`config.mk`:
```
export PLATFORM = sky130hd
export DESIGN_NAME = repl_steer_bank
export DESIGN_NICKNAME = d
export VERILOG_FILES = /design/src/rtl/repl_steer_pkg.sv /design/src/rtl/repl_steer_sel.sv /design/src/rtl/repl_steer_decode.sv /design/src/rtl/repl_steer_cell.sv /design/src/rtl/repl_steer_bank.sv
export SDC_FILE = /design/constraint.sdc
export NUM_CORES = 1
export LEC_CHECK = 0
export BUFFER_PORTS_ARGS = -buffer_cell sky130_fd_sc_hd__buf_2
export CORE_MARGIN = 5
export CORE_UTILIZATION = 45
export CTS_CLUSTER_SIZE = 40
export DETAILED_ROUTE_END_ITERATION = 8
export SKIP_CTS_REPAIR_TIMING = 1
export SYNTH_ARGS = -nofsm -noshare
export SYNTH_HDL_FRONTEND = slang
export SYNTH_SLANG_ARGS = --single-unit
export TNS_END_PERCENT = 20
```
`constraint.sdc`:
```
create_clock -name clk -period 1.8 [get_ports clk]
set_input_delay 0.09 -clock clk [delete_from_list [all_inputs] [get_ports clk]]
set_output_delay 0.09 -clock clk [all_outputs]
set_load 0.01 [all_outputs]
```
`src/rtl/repl_steer_pkg.sv`:
```
package repl_steer_pkg;

  typedef enum logic [1:0] {
    ACC_NONE = 2'd0,
    ACC_SEL  = 2'd1,
    ACC_REG  = 2'd2
  } acc_e;

  function automatic int width_of(input int n);
    return (n > 1) ? $clog2(n) : 1;
  endfunction

endpackage

```
`src/rtl/repl_steer_sel.sv`:
```
module repl_steer_sel #(
  parameter int DATA_W   = 16,
  parameter int GW       = 1,
  parameter int IW       = 1,
  parameter int GRP_LSB  = 8,
  parameter int INST_LSB = 0,
  parameter int MC_BIT   = 15
) (
  input  logic              clk,
  input  logic              rst_n,
  input  logic              wr,
  input  logic              d_mc,
  input  logic [GW-1:0]     d_grp,
  input  logic [IW-1:0]     d_inst,
  output logic              mc,
  output logic [GW-1:0]     grp,
  output logic [IW-1:0]     inst,
  output logic [DATA_W-1:0] view
);

  always_ff @(posedge clk) begin
    if (!rst_n) begin
      mc   <= 1'b1;
      grp  <= '0;
      inst <= '0;
    end else if (wr) begin
      mc   <= d_mc;
      grp  <= d_grp;
      inst <= d_inst;
    end
  end

  always_comb begin
    view                  = '0;
    view[MC_BIT]          = mc;
    view[GRP_LSB +: GW]   = grp;
    view[INST_LSB +: IW]  = inst;
  end

  // a selector write is held from the next cycle on
  assert_sel_load_R7: assert property (@(posedge clk) disable iff (!rst_n)
    wr |=> (mc == $past(d_mc)) && (grp == $past(d_grp)) && (inst == $past(d_inst)));

endmodule

```
`src/rtl/repl_steer_decode.sv`:
```
module repl_steer_decode #(
  parameter int GROUPS = 2,
  parameter int INSTS  = 2,
  parameter int GW     = 1,
  parameter int IW     = 1,
  parameter int NINST  = 4,
  parameter int IDXW   = 2
) (
  input  logic [GW-1:0]    grp,
  input  logic [IW-1:0]    inst,
  input  logic [NINST-1:0] avail,
  output logic [NINST-1:0] tgt_vec,
  output logic             present
);

  logic             in_range;
  logic [IDXW-1:0]  idx;
  logic [NINST-1:0] shifted;

  always_comb begin
    in_range = (int'(grp) < GROUPS) && (int'(inst) < INSTS);
    idx      = IDXW'(int'(grp) * INSTS + int'(inst));
    shifted  = avail >> idx;
    present  = in_range && shifted[0];
  end

  for (genvar k = 0; k < NINST; k++) begin : g_tgt
    assign tgt_vec[k] = present && (idx == IDXW'(k));
  end

endmodule

```
`src/rtl/repl_steer_cell.sv`:
```
module repl_steer_cell #(
  parameter int DATA_W = 16
) (
  input  logic              clk,
  input  logic              rst_n,
  input  logic              wr,
  input  logic [DATA_W-1:0] d,
  output logic [DATA_W-1:0] q
);

  always_ff @(posedge clk) begin
    if (!rst_n)  q <= '0;
    else if (wr) q <= d;
  end

endmodule

```
`src/rtl/repl_steer_bank.sv`:
```
module repl_steer_bank
  import repl_steer_pkg::*;
#(
  parameter int DATA_W   = 16,
  parameter int ADDR_W   = 4,
  parameter int GROUPS   = 2,
  parameter int INSTS    = 2,
  parameter int NUM_REGS = 2,
  parameter int SEL_ADDR = 0,
  parameter int REG_BASE = 1,
  parameter int GRP_LSB  = 8,
  parameter int INST_LSB = 0,
  parameter int MC_BIT   = 15
) (
  input  logic                      clk,
  input  logic                      rst_n,
  input  logic [ADDR_W-1:0]         bus_addr,
  input  logic                      bus_we,
  input  logic [DATA_W-1:0]         bus_wdata,
  output logic [DATA_W-1:0]         bus_rdata,
  input  logic [GROUPS*INSTS-1:0]   unit_avail
);

  localparam int GW    = width_of(GROUPS);
  localparam int IW    = width_of(INSTS);
  localparam int NINST = GROUPS * INSTS;
  localparam int IDXW  = width_of(NINST);
  localparam int NCELL = NUM_REGS * NINST;

  acc_e                 acc;
  logic [NUM_REGS-1:0]  reg_hit;
  logic                 sel_wr;
  logic                 reg_wr;
  logic                 sel_mc;
  logic [GW-1:0]        sel_grp;
  logic [IW-1:0]        sel_inst;
  logic [DATA_W-1:0]    sel_view;
  logic [NINST-1:0]     tgt_vec;
  logic                 present;
  logic [NCELL-1:0]     wr_flat;
  logic [DATA_W-1:0]    q [NUM_REGS][NINST];
  logic [DATA_W-1:0]    rd_val;

  // Address decode
  for (genvar r = 0; r < NUM_REGS; r++) begin : g_hit
    assign reg_hit[r] = (bus_addr == ADDR_W'(REG_BASE + r));
  end

  always_comb begin
    acc = ACC_NONE;
    if (bus_addr == ADDR_W'(SEL_ADDR)) acc = ACC_SEL;
    else if (|reg_hit)                 acc = ACC_REG;
  end

  assign sel_wr = bus_we && (acc == ACC_SEL);
  assign reg_wr = bus_we && (acc == ACC_REG);

  repl_steer_sel #(
    .DATA_W(DATA_W), .GW(GW), .IW(IW),
    .GRP_LSB(GRP_LSB), .INST_LSB(INST_LSB), .MC_BIT(MC_BIT)
  ) u_sel (
    .clk    (clk),
    .rst_n  (rst_n),
    .wr     (sel_wr),
    .d_mc   (bus_wdata[MC_BIT]),
    .d_grp  (bus_wdata[GRP_LSB +: GW]),
    .d_inst (bus_wdata[INST_LSB +: IW]),
    .mc     (sel_mc),
    .grp    (sel_grp),
    .inst   (sel_inst),
    .view   (sel_view)
  );

  repl_steer_decode #(
    .GROUPS(GROUPS), .INSTS(INSTS), .GW(GW), .IW(IW),
    .NINST(NINST), .IDXW(IDXW)
  ) u_dec (
    .grp     (sel_grp),
    .inst    (sel_inst),
    .avail   (unit_avail),
    .tgt_vec (tgt_vec),
    .present (present)
  );

  // Storage: one cell per (register, unit)
  for (genvar r = 0; r < NUM_REGS; r++) begin : g_reg
    for (genvar k = 0; k < NINST; k++) begin : g_unit
      assign wr_flat[r*NINST + k] =
        reg_wr && reg_hit[r] && (sel_mc ? unit_avail[k] : tgt_vec[k]);

      repl_steer_cell #(.DATA_W(DATA_W)) u_cell (
        .clk   (clk),
        .rst_n (rst_n),
        .wr    (wr_flat[r*NINST + k]),
        .d     (bus_wdata),
        .q     (q[r][k])
      );

      // an absent unit's copy never moves
      assert_absent_hold_R4: assert property (@(posedge clk) disable iff (!rst_n)
        !unit_avail[k] |=> $stable(q[r][k]));

      // multicast write reaches every present copy of the addressed register
      assert_mc_fanout_R2: assert property (@(posedge clk) disable iff (!rst_n)
        (reg_wr && sel_mc && reg_hit[r] && unit_avail[k]) |=> (q[r][k] == $past(bus_wdata)));
    end
  end

  // Read mux: single steered copy, or the selector view
  always_comb begin
    rd_val = '0;
    if (acc == ACC_SEL) begin
      rd_val = sel_view;
    end else begin
      for (int r = 0; r < NUM_REGS; r++) begin
        for (int k = 0; k < NINST; k++) begin
          if (reg_hit[r] && tgt_vec[k]) rd_val = rd_val | q[r][k];
        end
      end
    end
  end

  always_ff @(posedge clk) begin
    if (!rst_n) bus_rdata <= '0;
    else        bus_rdata <= rd_val;
  end

  // a unicast write touches at most one copy
  assert_unicast_single_R3: assert property (@(posedge clk) disable iff (!rst_n)
    !sel_mc |-> $onehot0(wr_flat));

  // a terminated read returns zero on the next edge
  assert_term_read_zero_R6: assert property (@(posedge clk) disable iff (!rst_n)
    ((acc == ACC_REG) && !present) |=> (bus_rdata == '0));

  // unmapped offsets read zero
  assert_unmapped_zero_R8: assert property (@(posedge clk) disable iff (!rst_n)
    (acc == ACC_NONE) |=> (bus_rdata == '0));

endmodule

```
==> implementation parameters, run 1 <==
Parameter                              Value

Pwr
  Power per cell area    924 nW/um^2
  Switching power as a share of total power    0.223
  Largest voltage drop on the vdd net    0.000732 V
  Logic pwr share    0.047
  Final total power    7.07 mW
  Part of the power in registers    0.466
  Clock share of power    0.487
  Power dissipated by switching net loads    1.58 mW
  Internal Power    5.49 mW
  Leakage    3.50 nW

Route
  Detailed-route wire length    17200 um
  DRC violations left    0
  Final ANT Viol Nets    0
  Iteration count of the initial detailed-routing pass    5
  Per-cell routed wire length    20.3 um
  Vias per cell    5.61
  Vias post-DR    4771
  Starting DRT DRC Count    338

Global routing
  All-Layer GR Usage    0.212
  Global-route wire length before repair    27400 um
  Global routing met1 resource utilization    0.273
  Global-route layer with the greatest usage    met2
  Met2 global-route usage    0.353
  Global route overflow    0
  Initial antenna violation count    0
  Fraction of met3 tracks used by global routing    0.0484
  Vias in the first global route    4907
  Maximum number of pins on one net before global-route repair    49

Synthesis
  Most used flip-flop cell after synthesis    sky130_fd_sc_hd__dfxtp_1
  Combinational family with the most area after synthesis    multiplexers
  Syn avg cell area    10.6 um^2
  Area share of the leading cell type in the synthesized netlist    0.451
  Most numerous cell types in the synthesized netlist    sky130_fd_sc_hd__dfxtp_1, sky130_fd_sc_hd__nor2b_1, sky130_fd_sc_hd__mux2i_1, sky130_fd_sc_hd__clkbuf_1, sky130_fd_sc_hd__a22oi_1
  Number of flip-flops and latches in the synthesized netlist    147
  Number of synthesized flops with an enable pin    0
  Cell variety after synth    33
  Share of synthesized cell area in and, or, nand and nor gates    0.161
  Post-Synth XOR/XNOR Area    0
  Summed instance area of the synthesized netlist    6520 um^2
  Dominant cells by area after synthesis    sky130_fd_sc_hd__dfxtp_1, sky130_fd_sc_hd__mux2i_1, sky130_fd_sc_hd__nor2b_1
  Total nets after synthesis    644
  Library cell occupying the most area in the post-synthesis netlist    sky130_fd_sc_hd__dfxtp_1
  Most numerous cell in the Yosys netlist    sky130_fd_sc_hd__dfxtp_1
  Complex-gate fraction of the synthesized area    0.147
  Post-Synthesis Cells    617
  Proportion of register bits with asynchronous set or reset after synthesis    0
  Multiplexer area fraction after synthesis    0.196
  Synthesis Warnings    0
  Synthesized-area fraction occupied by adder cells    0
  Register area share after synthesis    0.451

Layout
  Final standard cell count with taps included and fillers excluded    850
  Share of final-layout standard cells stronger than drive strength 1    0.183
  # diodes    0
  Final design utilization    0.533
  Filler Cells Inserted    1262
  Combined flip-flop and latch cell area    2940 um^2
  Total Nets Final    680
  Layout overhead on the synthesized area    17.3%
  Area occupied by multi-input gates    3290 um^2

Die
  Number of placement rows    44
  Chip Height    130 um
  Overall die area    17000 um^2
  Starting density of the core    0.454
  I/O Pins    43
  Placeable core region    14400 um^2
  Width of the die    130 um

Run status
  Violated checks    negative setup slack
  Outcome    finished with violations

Run
  Max cap viols    0

Worst setup path
  CP required    2120 ps
  Crit path arrival time    2140 ps
  Critical path buffers and inverters    2
  Maximum fanout count along the critical path    8
  Chain of cells forming the critical path    buf_4 -> nor3b_2 -> buf_4 -> a222oi_1 -> o22ai_1
  Crit path max-delay family    simple AND/OR/NAND/NOR gates
  Delay of the slowest cell on the worst path    620 ps
  Sort of element at the start of the critical path    flip-flop
  Type of destination of the critical path    flip-flop
  Worst r2r src    u_sel.inst
  Most frequent cell on the critical path    sky130_fd_sc_hd__buf_4
  Critical Path Source    u_sel.inst
  Cell with the biggest individual delay on the critical path    sky130_fd_sc_hd__nor3b_2
  Worst setup path class    flip-flop to flip-flop

Placed design
  Routability congestion estimate    0.824
  Detailed placer's ending HPWL    11100 um
  Placement Setup Slack    45.4 ps
  Cell count after placement    818
  Input/output buffers    42

STA
  Slew at the pin closest to its max-slew limit    749 ps
  Shortest clock period the worst path allows after layout    1820 ps
  Number of setup violations in the final report    1
  Final setup skew    4.44 ps
  RSZ-0062 raised after global routing    no
  Crit path setup slack, layout    -23.0 ps
  Portion of the clock cycle consumed by the worst path in the final layout    1.01
  Max-slew violation total from the final report    0
  Slew headroom    0.499
  Fmax    549 MHz
  Summed negative setup slack over all endpoints    -23.0 ps
  Number of hold violations in the final report    0

Clocking
  Clock tree from TritonCTS    done
  Clock latency on the worst-skew pair    430 ps
  Root buffer selected by CTS    sky130_fd_sc_hd__clkbuf_16
  Htree depth    4
  Buffer depth of the longest clock path    2
  Total CTS buffers    17
  Clock-pin slew of the registers on the worst-case setup and hold paths    60 ps
  Total number of clock tree sinks    147

Hold path
  Min-delay src    bus_wdata[5]
  Classification of the worst-slack hold path    input pin to flip-flop
## sequential cells by signal, summed over array words and instances (netlist names)
name / count
g.g_unit.u_cell.q: 128
bus_rdata: 16
u_sel.grp: 1
u_sel.inst: 1
u_sel.mc: 1
## layout make-up
type | count | area share
timing repair buffer | 80 | 0.0794
clock inverter | 7 | 0.00932
sequential | 147 | 0.385
clock buffer | 25 | 0.0660
tap | 184 | 0.0301
multi-input combinational | 406 | 0.430
inverter | 1 | 0.000490
## power groups by stage
stage	registers, mW	logic (mW)	clock network (mW)
finish	3.29	0.334	3.44
CTS	3.29	0.335	3.50
detailed placement	3.36	0.334	0
global placement	3.36	0.330	0
floorplan	3.36	0.218	0
global route	3.29	0.357	3.64
## logic make-up (layout without fill, tap and decap cells)
group,after synthesis,in the layout
muxes,128,128
AOI/OAI and AO/OA,109,109
DFF,147,147
buffers and inverters,64,113
and+or+nand+nor,169,169
## worst min-delay path: cells and delay by family
| kind | cells | cell delay (ps) |
|---|---|---|
| buffers and inverters | 1 | 150 |
| multiplexers | 1 | 130 |
| AND/OR/NAND/NOR | 1 | 50 |
## metal layers
layer | vias up | share of wire
met5 | - | 0
met4 | 0 | 0.014
met3 | 24 | 0.044
met2 | 100 | 0.48
met1 | 2373 | 0.46
li1 | 2274 | -
## cell usage in the layout (no fill, tap or decap), types with 3 or more instances in the layout
| cell type | count |
|---|---|
| sky130_fd_sc_hd__nand2_1 | 14 |
| sky130_fd_sc_hd__a21oi_1 | 3 |
| sky130_fd_sc_hd__clkbuf_16 | 17 |
| sky130_fd_sc_hd__clkinvlp_4 | 3 |
| sky130_fd_sc_hd__o22ai_1 | 4 |
| sky130_fd_sc_hd__and2_1 | 3 |
| sky130_fd_sc_hd__a222oi_1 | 9 |
| sky130_fd_sc_hd__buf_4 | 29 |
| sky130_fd_sc_hd__o2111ai_4 | 8 |
| sky130_fd_sc_hd__nor2b_1 | 130 |
| sky130_fd_sc_hd__mux2i_1 | 128 |
| sky130_fd_sc_hd__a22oi_1 | 35 |
| sky130_fd_sc_hd__dfxtp_1 | 146 |
| sky130_fd_sc_hd__a22o_1 | 15 |
| sky130_fd_sc_hd__clkbuf_8 | 5 |
| sky130_fd_sc_hd__buf_12 | 9 |
| sky130_fd_sc_hd__a221oi_1 | 3 |
| sky130_fd_sc_hd__o21ai_0 | 22 |
| sky130_fd_sc_hd__buf_2 | 42 |
| sky130_fd_sc_hd__clkbuf_1 | 3 |
| sky130_fd_sc_hd__nand3_1 | 12 |
## path summary, 6_finish.rpt
check | slack (ps) | cells after the start | to
max reg2reg | -20 | 5 | bus_rdata[2]
min | 40 | 3 | g_reg[0].g_unit[3].u_cell.q[5]
max | -20 | 5 | bus_rdata[2]
min reg2reg | 520 | 2 | g_reg[1].g_unit[1].u_cell.q[12]
## metrics by stage
stage	hold slack [ps]	cell area (um^2)
2_1_floorplan	363	6520
3_3_place_gp	464	7070
6_report	36.5	7650
4_1_cts	21.9	7650
3_5_place_dp	474	7070
5_1_grt	37.6	7650
Note: power is estimated with default switching activity, not from simulation.
==> inputs of run 2 (changes only) <==
--- a/config.mk
+++ b/config.mk
@@ -13,5 +13,6 @@
 export SKIP_CTS_REPAIR_TIMING = 1
 export SYNTH_ARGS = -nofsm -noshare
 export SYNTH_HDL_FRONTEND = slang
+export SYNTH_HIERARCHICAL = 1
 export SYNTH_SLANG_ARGS = --single-unit
 export TNS_END_PERCENT = 20
==> run 2 against run 1 <==
Effect of this change:
- the run now ends clean
- combinational power up 33%
- clock skew increased by 4.1 ps
- maximum frequency up 3.2%
- register-to-register slack better by 60 ps
- non-clock buffer count up 19
- first-iteration DRC count up 13%
- hold slack improved by 17 ps
- cell count up 9.9%
- cell area is 4.2% higher
- routed wire length up 12%
- highest routed layer unchanged
==> implementation parameters, run 2 <==
Parameter                              Value

Route
  Detailed-route wire length    19200 um (+12%)
  DRC violations left    0 (unchanged)
  Vias post-DR    5173 (+8.4%)
  Starting DRT DRC Count    381 (+13%)
  Vias per cell    5.54 (-1.3%)
  Per-cell routed wire length    20.6 um (+1.5%)
  Final ANT Viol Nets    0 (unchanged)
  Iteration count of the initial detailed-routing pass    5 (unchanged)

STA
  RSZ-0062 raised after global routing    yes
  Slew at the pin closest to its max-slew limit    690 ps (-58.3 ps)
  Max-slew violation total from the final report    0 (unchanged)
  Final-layout worst hold slack    53.6 ps (+17.1 ps)
  Shortest clock period the worst path allows after layout    1770 ps (-56.9 ps)
  Number of hold violations in the final report    0 (unchanged)
  Fmax    566 MHz (+3.2%)
  Crit path setup slack, layout    33.9 ps (+56.9 ps)
  Number of setup violations in the final report    0 (-1)
  Final setup skew    8.59 ps (+4.15 ps)
  Portion of the clock cycle consumed by the worst path in the final layout    0.981 (-0.0316)
  Slew headroom    0.540 (+0.0411)

Die
  Overall die area    17700 um^2 (+4.1%)
  Number of placement rows    45 (+2.3%)
  Placeable core region    15000 um^2 (+4.6%)
  Chip Height    133 um (+2.0%)
  Starting density of the core    0.453 (-0.000923)
  I/O Pins    43 (unchanged)
  Width of the die    133 um (+2.0%)

Global routing
  Initial antenna violation count    0 (unchanged)
  Global route overflow    0 (unchanged)
  All-Layer GR Usage    0.222 (+0.0100)
  Maximum number of pins on one net before global-route repair    72 (+47%)
  Global-route wire length before repair    30400 um (+11%)
  Vias in the first global route    5336 (+8.7%)

Synthesis
  Summed instance area of the synthesized netlist    6810 um^2 (+4.4%)
  Syn avg cell area    10.2 um^2 (-3.7%)
  Post-Synthesis Cells    669 (+8.4%)
  Synthesis Warnings    6 (+6)

Worst setup path
  Critical path buffers and inverters    1 (-1)
  Type of destination of the critical path    flip-flop
  Worst setup path class    flip-flop to flip-flop
  Chain of cells forming the critical path    and3_2 -> mux2_2 -> nand2_1 -> nor2_2 -> buf_12 -> mux2i_1 -> nor2b_1
  Crit path max-delay family    simple AND/OR/NAND/NOR gates
  Worst r2r src    u_sel/grp
  Crit path arrival time    2080 ps (-60 ps)
  Delay of the slowest cell on the worst path    410 ps (-210 ps)
  Critical path depth in cells    7 (+2)
  Critical Path Source    u_sel/grp
  Worst setup endpoint    g_reg[0].g_unit[3].u_cell/q[12]
  Path depth of the worst reg2reg path    7 (+2)
  Sort of element at the start of the critical path    flip-flop
  Reg2Reg Capture Point    g_reg[0].g_unit[3].u_cell/q[12]
  Cell with the biggest individual delay on the critical path    sky130_fd_sc_hd__dfxtp_2
  Maximum fanout count along the critical path    11 (+3)
  Reg-to-reg slack, setup    30 ps (+60 ps)
  CP required    2110 ps (about the same)

Layout
  Final standard cell count with taps included and fillers excluded    934 (+9.9%)
  Total Nets Final    760 (+12%)
  # diodes    0 (unchanged)
  Commonest non-fill, non-tap cell in the layout    sky130_fd_sc_hd__dfxtp_1
  Max reg flops    128 (unchanged)
  Top register by number of flip-flops    g.g_unit.u_cell/q
  Commonest cells after routing, fill and taps aside    sky130_fd_sc_hd__dfxtp_1, sky130_fd_sc_hd__mux2i_1, sky130_fd_sc_hd__nor2b_1, sky130_fd_sc_hd__a21oi_1, sky130_fd_sc_hd__buf_4
  Final design utilization    0.531 (-0.00191)
  Top flop regs    g.g_unit.u_cell/q x128, bus_rdata x16
  Share of final-layout standard cells stronger than drive strength 1    0.204 (+0.0206)
  Layout overhead on the synthesized area    17.2%

Run status
  Outcome    finished clean

Clocking
  Clock tree from TritonCTS    done
  Clock-pin slew of the registers on the worst-case setup and hold paths    60 ps (about the same)
  Total number of clock tree sinks    147 (unchanged)
  Root buffer selected by CTS    sky130_fd_sc_hd__clkbuf_16
  Clock latency on the worst-skew pair    420 ps (about the same)
  Total CTS buffers    17 (unchanged)
  Buffer depth of the longest clock path    2 (unchanged)
  Htree depth    4 (unchanged)

Placed design
  Cell count after placement    901 (+10%)
  Input/output buffers    42 (unchanged)
  Routability congestion estimate    0.879 (+6.6%)
  Placement Setup Slack    22.3 ps (-23.1 ps)
  Detailed placer's ending HPWL    12700 um (+15%)

Pwr
  Largest voltage drop on the vdd net    0.000834 V (+14%)
  Leakage    2.62 nW (-25%)
  Power per cell area    943 nW/um^2 (+2.1%)

Hold path
  Classification of the worst-slack hold path    input pin to flip-flop

Run
  Max cap viols    0 (unchanged)
-- run 2: worst min-delay path by stage --
stage	from	end	slack, ps	depth (start not counted)
after floorplan	rst_n	u_sel/mc	150	1
after global placement	bus_wdata[15]	u_sel/mc	480	3
after detailed placement	bus_wdata[15]	u_sel/mc	480	3
after CTS	bus_wdata[15]	u_sel/mc	30	3
after global routing	bus_wdata[12]	g_reg[1].g_unit[0].u_cell/q[12]	60	3
final	bus_wdata[15]	u_sel/mc	50	3
-- run 2: routing by layer --
layer | vias to the layer above | track usage | wire (um)
li1 | 2461 | - | -
met1 | 2508 | 0.293 | 8730
met2 | 162 | 0.358 | 9070
met3 | 42 | 0.0574 | 1070
met4 | 0 | 0.0676 | 357
met5 | - | 0 | 0
-- run 2: worst min-delay path, delay by kind of cell --
family | cells | cell delay (ps)
buf+inv | 1 | 190
mux | 1 | 100
simple gates | 1 | 60
-- run 2: per-stage QoR --
| step | TNS, ps | total power [mW] | area (um^2) |
|---|---|---|---|
| floorplan | -1020 | 3.61 | 6880 |
| global placement | 0 | 3.80 | 7320 |
| detailed placement | 0 | 3.80 | 7320 |
| CTS | -173 | 7.59 | 7950 |
| global route | -601 | 7.76 | 7980 |
| finish | 0 | 7.53 | 7980 |
-- run 2: power breakdown --
group          internal, mW  total (mW)  switching [mW]
registers              3.28        3.30          0.0152
clock network          2.43        3.79            1.36
logic                 0.172       0.443           0.271
total                  5.88        7.53            1.65
-- run 2: area by class of cell --
cell class,count,area [um^2]
clock buffers,23,478
clock inverters,9,151
fillers,1314,7050
inverters,1,3.75
multi-input cells,467,3440
flip-flops and latches,147,2950
well taps,188,235
repair buffers,99,729
